--- src/rtl/wsg_pkg.sv ---
package wsg_pkg;
   typedef enum logic [1:0] {
      SPD_NORMAL = 2'd0,
      SPD_MIDDLE = 2'd1,
      SPD_FAST   = 2'd2
   } speed_t;

   typedef struct packed {
      logic mem;
      logic io;
      logic fetch;
      logic refresh;
   } bus_req_t;
endpackage

--- src/rtl/wsg_mode_decode.sv ---
module wsg_mode_decode
   import wsg_pkg::*;
#(
   parameter int SEL_W = 3
) (
   input  logic [SEL_W-1:0] speed_sel,
   output speed_t           speed
);
   localparam logic [SEL_W-1:0] SEL_MID  = SEL_W'(2);
   localparam logic [SEL_W-1:0] SEL_FAST = SEL_W'(4);

   // Only clean one-hot codes leave normal mode; every other code falls back to normal
   always_comb begin
      case (speed_sel)
         SEL_MID:  speed = SPD_MIDDLE;
         SEL_FAST: speed = SPD_FAST;
         default:  speed = SPD_NORMAL;
      endcase
   end
endmodule

--- src/rtl/wsg_request.sv ---
module wsg_request
   import wsg_pkg::*;
(
   input  speed_t   speed,
   input  bus_req_t bus,
   output logic     need_wait,
   output logic     idle
);
   logic boost;

   always_comb begin
      boost     = (speed != SPD_NORMAL);
      need_wait = (bus.mem & ~bus.refresh & (bus.fetch | boost))
                | (bus.io & boost);
      idle      = ~bus.mem & ~bus.io;
   end
endmodule

--- src/rtl/wsg_pulse.sv ---
module wsg_pulse #(
   parameter int WAIT_CYCLES = 1
) (
   input  logic clk,
   input  logic rst_n,
   input  logic need_wait,
   input  logic idle,
   output logic wait_n
);
   localparam int CW = (WAIT_CYCLES < 2) ? 1 : $clog2(WAIT_CYCLES + 1);

   logic armed;
   logic served;
   logic busy;
   logic start;

   assign start = armed & ~served & ~busy & ~idle & need_wait;

   always_ff @(negedge clk or negedge rst_n) begin
      if (!rst_n) begin
         armed  <= 1'b0;
         served <= 1'b0;
      end else if (idle) begin
         armed  <= 1'b1;
         served <= 1'b0;
      end else if (start) begin
         served <= 1'b1;
      end
   end

   generate
      if (WAIT_CYCLES < 1) begin : g_bad_len
         $error("wsg_pulse: WAIT_CYCLES must be at least 1");
      end else if (WAIT_CYCLES == 1) begin : g_single
         logic hold;
         always_ff @(negedge clk or negedge rst_n) begin
            if (!rst_n) hold <= 1'b0;
            else        hold <= start;
         end
         assign busy = hold;
      end else begin : g_count
         logic [CW-1:0] cnt;
         always_ff @(negedge clk or negedge rst_n) begin
            if (!rst_n)             cnt <= '0;
            else if (start)         cnt <= CW'(WAIT_CYCLES);
            else if (cnt != '0)     cnt <= cnt - 1'b1;
         end
         assign busy = (cnt != '0);
      end
   endgenerate

   assign wait_n = ~busy;
endmodule

--- src/rtl/wait_state_gen.sv ---
module wait_state_gen
   import wsg_pkg::*;
#(
   parameter int WAIT_CYCLES = 1,
   parameter int SEL_W       = 3
) (
   input  logic             clk,
   input  logic             rst_n,
   input  logic             mreq_n,
   input  logic             iorq_n,
   input  logic             m1_n,
   input  logic             rfsh_n,
   input  logic [SEL_W-1:0] speed_sel,
   output logic             wait_n
);
   generate
      if (SEL_W != 3) begin : g_bad_sel
         $error("wait_state_gen: SEL_W must be 3");
      end
   endgenerate

   speed_t   speed;
   bus_req_t bus;
   logic     need_wait;
   logic     idle;

   assign bus.mem     = ~mreq_n;
   assign bus.io      = ~iorq_n;
   assign bus.fetch   = ~m1_n;
   assign bus.refresh = ~rfsh_n;

   wsg_mode_decode #(.SEL_W(SEL_W)) u_dec (
      .speed_sel (speed_sel),
      .speed     (speed)
   );

   wsg_request u_req (
      .speed     (speed),
      .bus       (bus),
      .need_wait (need_wait),
      .idle      (idle)
   );

   wsg_pulse #(.WAIT_CYCLES(WAIT_CYCLES)) u_pulse (
      .clk       (clk),
      .rst_n     (rst_n),
      .need_wait (need_wait),
      .idle      (idle),
      .wait_n    (wait_n)
   );
endmodule

--- config.mk ---
export PLATFORM = sky130hd
export DESIGN_NAME = wait_state_gen
export DESIGN_NICKNAME = d
export VERILOG_FILES = /design/src/rtl/wsg_pkg.sv /design/src/rtl/wsg_mode_decode.sv /design/src/rtl/wsg_request.sv /design/src/rtl/wsg_pulse.sv /design/src/rtl/wait_state_gen.sv
export SDC_FILE = /design/constraint.sdc
export NUM_CORES = 1
export LEC_CHECK = 0
export ABC_AREA = 1
export CELL_PAD_IN_SITES_DETAIL_PLACEMENT = 0
export CELL_PAD_IN_SITES_GLOBAL_PLACEMENT = 1
export CORE_AREA = 3 3 40 42
export CTS_BUF_LIST = sky130_fd_sc_hd__clkbuf_8 sky130_fd_sc_hd__clkbuf_16
export CTS_CLUSTER_DIAMETER = 60
export DETAILED_ROUTE_END_ITERATION = 16
export DIE_AREA = 0 0 43 45
export GPL_ROUTABILITY_DRIVEN = 0
export PLACE_DENSITY_LB_ADDON = 0.12
export SLEW_MARGIN = 0
export SYNTH_ARGS = -nofsm -noshare
export SYNTH_HDL_FRONTEND = slang
export SYNTH_SLANG_ARGS = --single-unit
--- constraint.sdc ---
create_clock -name clk -period 1 [get_ports clk]
set_input_delay 0.25 -clock clk [delete_from_list [all_inputs] [get_ports clk]]
set_output_delay 0.25 -clock clk [all_outputs]
set_load 0.02 [all_outputs]
==> results of run 1 <==
==> cell families after synthesis <==
group	count (synthesis)	share of synthesized area, %
flops	3	45.80
compound gates	1	3.051
buf+inv	8	18.32
simple gates	12	32.82
==> cell type report <==
cell class              instances  area share, %
clock buffers                   3          10.78
clock inverters                 1         0.9804
inverters                       8          10.46
multi-input cells              13          22.22
flip-flops and latches          3          19.61
well taps                      15          4.902
repair buffers                 13          31.05
==> flip-flops by register name, summed over array words and instances, names as in the netlist <==
| name | flops |
|---|---|
| u_pulse.busy | 1 |
| u_pulse.armed | 1 |
| u_pulse.served | 1 |
==> power by group <==
group          internal (mW)  switching, mW
clock                  0.261         0.0719
combinational         0.0779         0.0586
sequential             0.140        0.00722
total                  0.479          0.138
==> worst min-delay path by stage <==
stage | start | endpoint | slack [ns] | cells after the start
detailed placement | u_pulse.served$_DFFE_NN0P_ | u_pulse.served$_DFFE_NN0P_ | 0.42 | 2
global route | u_pulse.served$_DFFE_NN0P_ | u_pulse.served$_DFFE_NN0P_ | 0.47 | 2
floorplan | rst_n | u_pulse.armed$_DFFE_NN0P_ | 0.35 | 0
finish | u_pulse.served$_DFFE_NN0P_ | u_pulse.served$_DFFE_NN0P_ | 0.42 | 2
CTS | u_pulse.armed$_DFFE_NN0P_ | u_pulse.armed$_DFFE_NN0P_ | 0.42 | 2
global placement | u_pulse.served$_DFFE_NN0P_ | u_pulse.served$_DFFE_NN0P_ | 0.41 | 2
==> layer usage <==
| layer | wire [microns] | share of wire [%] |
|---|---|---|
| met2 | 273 | 67 |
| met3 | 23 | 5.6 |
| met5 | 0 | 0 |
| met1 | 111 | 27 |
| met4 | 0 | 0 |
==> cells in the mapped netlist <==
master,count
dfrtn_1,3
inv_1,8
nand3_1,1
nor2_1,1
a21oi_1,1
nand2_1,8
nand3b_1,2
==> what timing repair did <==
item	4_1_cts	5_1_grt
setup endpoints to repair	4	4
gates resized for setup	40	8
hold buffers	0	0
setup buffers	1	0
pin swaps	9	8
==> metrics by stage <==
stage               hold WS [ns]  setup WS (ns)  std cells  utilization [%]
floorplan                 0.3458        -0.1929         24                -
global route              0.4676        -0.5710         56            29.80
finish                    0.4215        -0.5341         56            29.80
global placement          0.4132        -0.8281         51            24.25
CTS                       0.4199        -0.5366         56            27.75
detailed placement        0.4213        -0.8334         51            24.25
==> worst min-delay path: cells and delay by family, from the launching register on <==
| family | cells | cell delay (ns) |
|---|---|---|
| DFF | 1 | 0.40 |
| and+or+nand+nor | 2 | 0.10 |
==> summary.md, run 1 <==
| Metric | Value |
|---|---|
| Status | `finished with violations` |
| Failing checks | `setup timing` |
| Mapped cell area | `approximately 160 sq um` |
| Most frequent cells in the layout | `buf_6, inv_2, nand2_2` |
| Total power | `roughly 0.62 mW` |
| Slowest CP cell | `dfrtn_1` |
| Buffers added on ports | `9` |
| Grt ovf | `0` |
| Type of origin of the critical path | `register` |
| Crit. End Element | `primary output` |
| Setup violators final | `3` |
| I/O Pins | `10` |
| Setup Skew | `approximately 0.00036 ns` |
| CP max FO | `2` |
| Post-synth cell types | `7` |
| Max-slew violations | `0` |
| Reg-to-reg endpoint | `u_pulse.served$_DFFE_NN0P_` |
| R2r startpoint | `u_pulse.busy$_DFF_NN0_` |
| RSZ-0062 raised after global routing | `yes` |
| P&R area growth vs syn | `133.6%` |
| DRT antenna net count | `0` |
| Worst-path clk slew | `0.03 ns` |
| Yosys top cell by area | `dfrtn_1` |
| Setup TNS | `-0.6579 ns` |
| Leakage | `approximately 0.21 nW` |
| Clock root buffer master | `clkbuf_8` |
| Avg Vias per Cell | `around 3.6` |
| Setup crit end | `wait_n` |
| Origin of the worst setup path | `u_pulse.busy$_DFF_NN0_` |
| Detailed Route Iter0 Violations | `2` |
| Residual DRC | `0` |
| Fillers | `142` |
| Sequential fraction of the synthesis area | `a little under half` |
| R2r setup slk | `-0.06 ns` |
| Syn Area/Cell | `6.829 sq um` |
| Site Rows | `13` |
| Critical path's top delay family | `flip-flops` |
| Commonest non-fill, non-tap cell in the layout | `buf_6` |
| Worst skew pair latency | `between 0.2 and 0.25 ns` |
| Via count | `roughly 200` |
| Clk sinks | `3` |
| Design area | `382.9 sq um` |
| Die Y-Extent | `between 40 and 50 microns` |
| Vias in the first global route | `between 200 and 250` |
| Crit-path cells | `inv_2, buf_6` |
| First-pass GRT wire length | `just over 800 microns` |
| Mapped Nets | `33` |
| Die area | `1935 sq um` |
| Post-Synthesis Cells | `24` |
| Critical path class | `register to primary output` |
| Share of the synthesized area in the top cell type | `45.80%` |
| Critical path depth | `2` |
| Max cap viols | `0` |
| Ant diodes | `0` |
| CTS buffer count | `3` |
| Worst-margin pin slew | `about 0.14 ns` |
| Slew headroom | `roughly 90%` |
| Average wire per standard cell | `7.286 microns` |
| Final nets | `51` |
| PnR worst setup slack | `-0.5341 ns` |
| Register bit total from synthesis | `3` |
| R2R cell count | `7` |
| Max Root-Sink Buffers | `2` |
| Final hold vios | `0` |
| Pwr Density | `1610 nW/um^2` |
| Worst hold path type | `register to register` |
| Crit path required time | `roughly 0.75 ns` |
| Met2 usage | `10.18%` |
| Share of cells above drive strength 1 | `between 60 and 70%` |
| GRT Resource Usage Total | `6.167%` |
| Initial antenna violation count | `0` |
| M1 GR Usage | `under 10%` |
| Area of the multi-input gates | `85.08 sq um` |
| H-tree Lvls | `1` |
| Die X | `43 microns` |
| DP Area | `slightly above 300 sq um` |
| First-pass DRT Iterations | `2` |
| Busiest grt layer | `met2` |
| Core area | `roughly 1300 sq um` |
| Synth top area cells | `dfrtn_1, inv_1, nand2_1` |
| Worst endpoint data arrival time | `approximately 1.3 ns` |
| Max incr delay on CP | `about 0.39 ns` |
| Peak supply drop | `0.3384 mV` |
| Crit path buf inv count | `2` |
| GRT met3 Usage | `under 10%` |
| Initial Utilization | `about an eighth` |
| CTS tree | `yes` |
| DRT Wirelength | `~410 microns` |
| Register area | `75.07 sq um` |
| Largest net degree at the start of global routing | `4` |
| Synth Warn # | `0` |
(Power assumes the default switching activity.)
==> run 2: changes to the inputs <==
--- a/config.mk
+++ b/config.mk
@@ -15,6 +15,7 @@
 export DIE_AREA = 0 0 43 45
 export GPL_ROUTABILITY_DRIVEN = 0
 export PLACE_DENSITY_LB_ADDON = 0.12
+export SETUP_SLACK_MARGIN = 0.15
 export SLEW_MARGIN = 0
 export SYNTH_ARGS = -nofsm -noshare
 export SYNTH_HDL_FRONTEND = slang
==> summary.md, run 2 (same netlist as run 1, synthesis figures left out) <==
| Metric | Value |
|---|---|
| Status | `finished with violations` |
| Failing checks | `setup timing` |
| Via count | `~200` |
| Final core occ | `between 30% and 40%` |
| Cell internal pwr | `between 0.4 and 0.5 mW` |
| Slew headroom | `slightly above 90%` |
| DRT antenna net count | `0` |
| Initial antenna violation count | `0` |
| Buffers added on ports | `9` |
| Clock power frac | `53.2%` |
| Clk sinks | `3` |
| Die Y-Extent | `around 45 microns` |
| Most frequent cells in the layout | `buf_6, nand2_1, inv_1` |
| Pwr Density | `about 1600 nW/um^2` |
| Setup Skew | `between 0.002 and 0.0025 ns` |
| P&R area growth vs syn | `145.0%` |
| First-pass GRT wire length | `about 830 microns` |
| Largest net degree at the start of global routing | `4` |
| Switching Fraction | `around 22%` |
| Crit path required time | `~0.75 ns` |
| Core area | `approximately 1300 sq um` |
| Residual DRC | `0` |
| Design area | `401.6 sq um` |
| Commonest non-fill, non-tap cell in the layout | `buf_6` |
| Worst-margin pin slew | `~0.14 ns` |
| Worst-path clk slew | `approximately 0.030 ns` |
| Worst hold path type | `register to register` |
| Final nets | `52` |
| Leakage | `about 0.22 nW` |
| Hold depth | `2` |
| Max Root-Sink Buffers | `2` |
| Peak supply drop | `0.3946 mV` |
| Worst endpoint data arrival time | `between 1 and 1.5 ns` |
| Dpl hpwl | `341.6 microns` |
| Final hold vios | `0` |
| Setup violators final | `3` |
| CTS tree | `yes` |
| RSZ-0062 raised after global routing | `yes` |
| Site Rows | `13` |
| H-tree Lvls | `1` |
| Die X | `approximately 43 microns` |
| I/O Pins | `10` |
| Sequential share of power | `between 20% and 30%` |
| Max-slew violations | `0` |
| Initial Utilization | `between 10% and 20%` |
| Ant diodes | `0` |
| Worst skew pair latency | `approximately 0.24 ns` |
| CP max FO | `2` |
| R2R cell count | `8` |
| DP Area | `approximately 330 sq um` |
| Crit. End Element | `primary output` |
| Detailed Route Iter0 Violations | `0` |
| Die area | `1935 sq um` |
| First-pass DRT Iterations | `1` |
| Vias in the first global route | `around 250` |
| Average wire per standard cell | `7.789 microns` |
| Max cap viols | `0` |
| Total net switching power | `about 0.14 mW` |
| CTS buffer count | `3` |
| Grt ovf | `0` |
| Fillers | `approximately 150` |
| Setup TNS | `-0.8670 ns` |
| Avg Vias per Cell | `between 3 and 4` |
| GRT Resource Usage Total | `around 6.6%` |
| Share of cells above drive strength 1 | `between 60% and 70%` |
| DRT Wirelength | `~440 microns` |
| Critical path class | `register to primary output` |
| Combinational share of power | `23.4%` |
| Clock root buffer master | `clkbuf_8` |
| PnR worst setup slack | `-0.5482 ns` |
| Type of origin of the critical path | `register` |
run 2: changes by cell type in the layout (fill, tap and decap cells not counted), sizes merged:
cell / delta
clkbuf: +1
run 2: final timing paths:
path,startpoint,to,slack [ns]
max in group asynchronous,rst_n,u_pulse.served$_DFFE_NN0P_,0.24
worst max-delay path,u_pulse.busy$_DFF_NN0_,wait_n,-0.55
min in group asynchronous,rst_n,u_pulse.busy$_DFF_NN0_,0.58
worst max register to register,u_pulse.busy$_DFF_NN0_,u_pulse.served$_DFFE_NN0P_,-0.17
worst min register to register,u_pulse.served$_DFFE_NN0P_,u_pulse.served$_DFFE_NN0P_,0.42
worst min-delay path,u_pulse.served$_DFFE_NN0P_,u_pulse.served$_DFFE_NN0P_,0.42
run 2: what timing repair did:
action / 4_1_cts / 5_1_grt
hold buffers: 0 / 0
setup endpoints to repair: 4 / 4
setup buffers: 1 / 1
pin swaps: 7 / 5
gates resized for setup: 42 / 4
run 2: per-layer routing:
layer | track usage (%) | wire, microns | vias up
met4 | 10.84 | 0 | 0
li1 | - | - | 103
met2 | 11.08 | 284 | 5
met3 | 2.789 | 22 | 0
met1 | 4.106 | 138 | 91
met5 | 0 | 0 | -
run 2: final cells by class:
type | instances | area [sq um] | area share (%)
Timing Repair Buffer | 14 | 133.9 | 33.33
Multi-Input combinational cell | 13 | 88.84 | 22.12
Sequential cell | 3 | 75.07 | 18.69
Clock buffer | 3 | 41.29 | 10.28
Inverter | 8 | 40.04 | 9.969
Tap cell | 15 | 18.77 | 4.673
Clock inverter | 1 | 3.754 | 0.9346
run 2: power by group through the flow:
stage,clock [mW],sequential [mW],combinational (mW)
after CTS,0.345,0.148,0.138
after detailed placement,0,0.149,0.125
after floorplan,0,0.147,0.0531
after global routing,0.370,0.149,0.160
after global placement,0,0.147,0.125
final,0.335,0.147,0.147
run 2: per-stage QoR:
step / std cells / worst slack, ns / hold WS, ns / power (mW)
finish: 57 / -0.5482 / 0.4167 / 0.6289
global placement: 51 / -0.8153 / 0.4042 / 0.2720
global route: 57 / -0.5743 / 0.4470 / 0.6787
detailed placement: 51 / -0.8437 / 0.4085 / 0.2742
floorplan: 24 / -0.1929 / 0.3458 / 0.1996
CTS: 56 / -0.5556 / 0.4210 / 0.6312
run 2: worst max-delay path, stage by stage (launching register included):
cell and delay (ns):
dfrtn_1 0.40, inv_2 0.04, buf_6 0.12
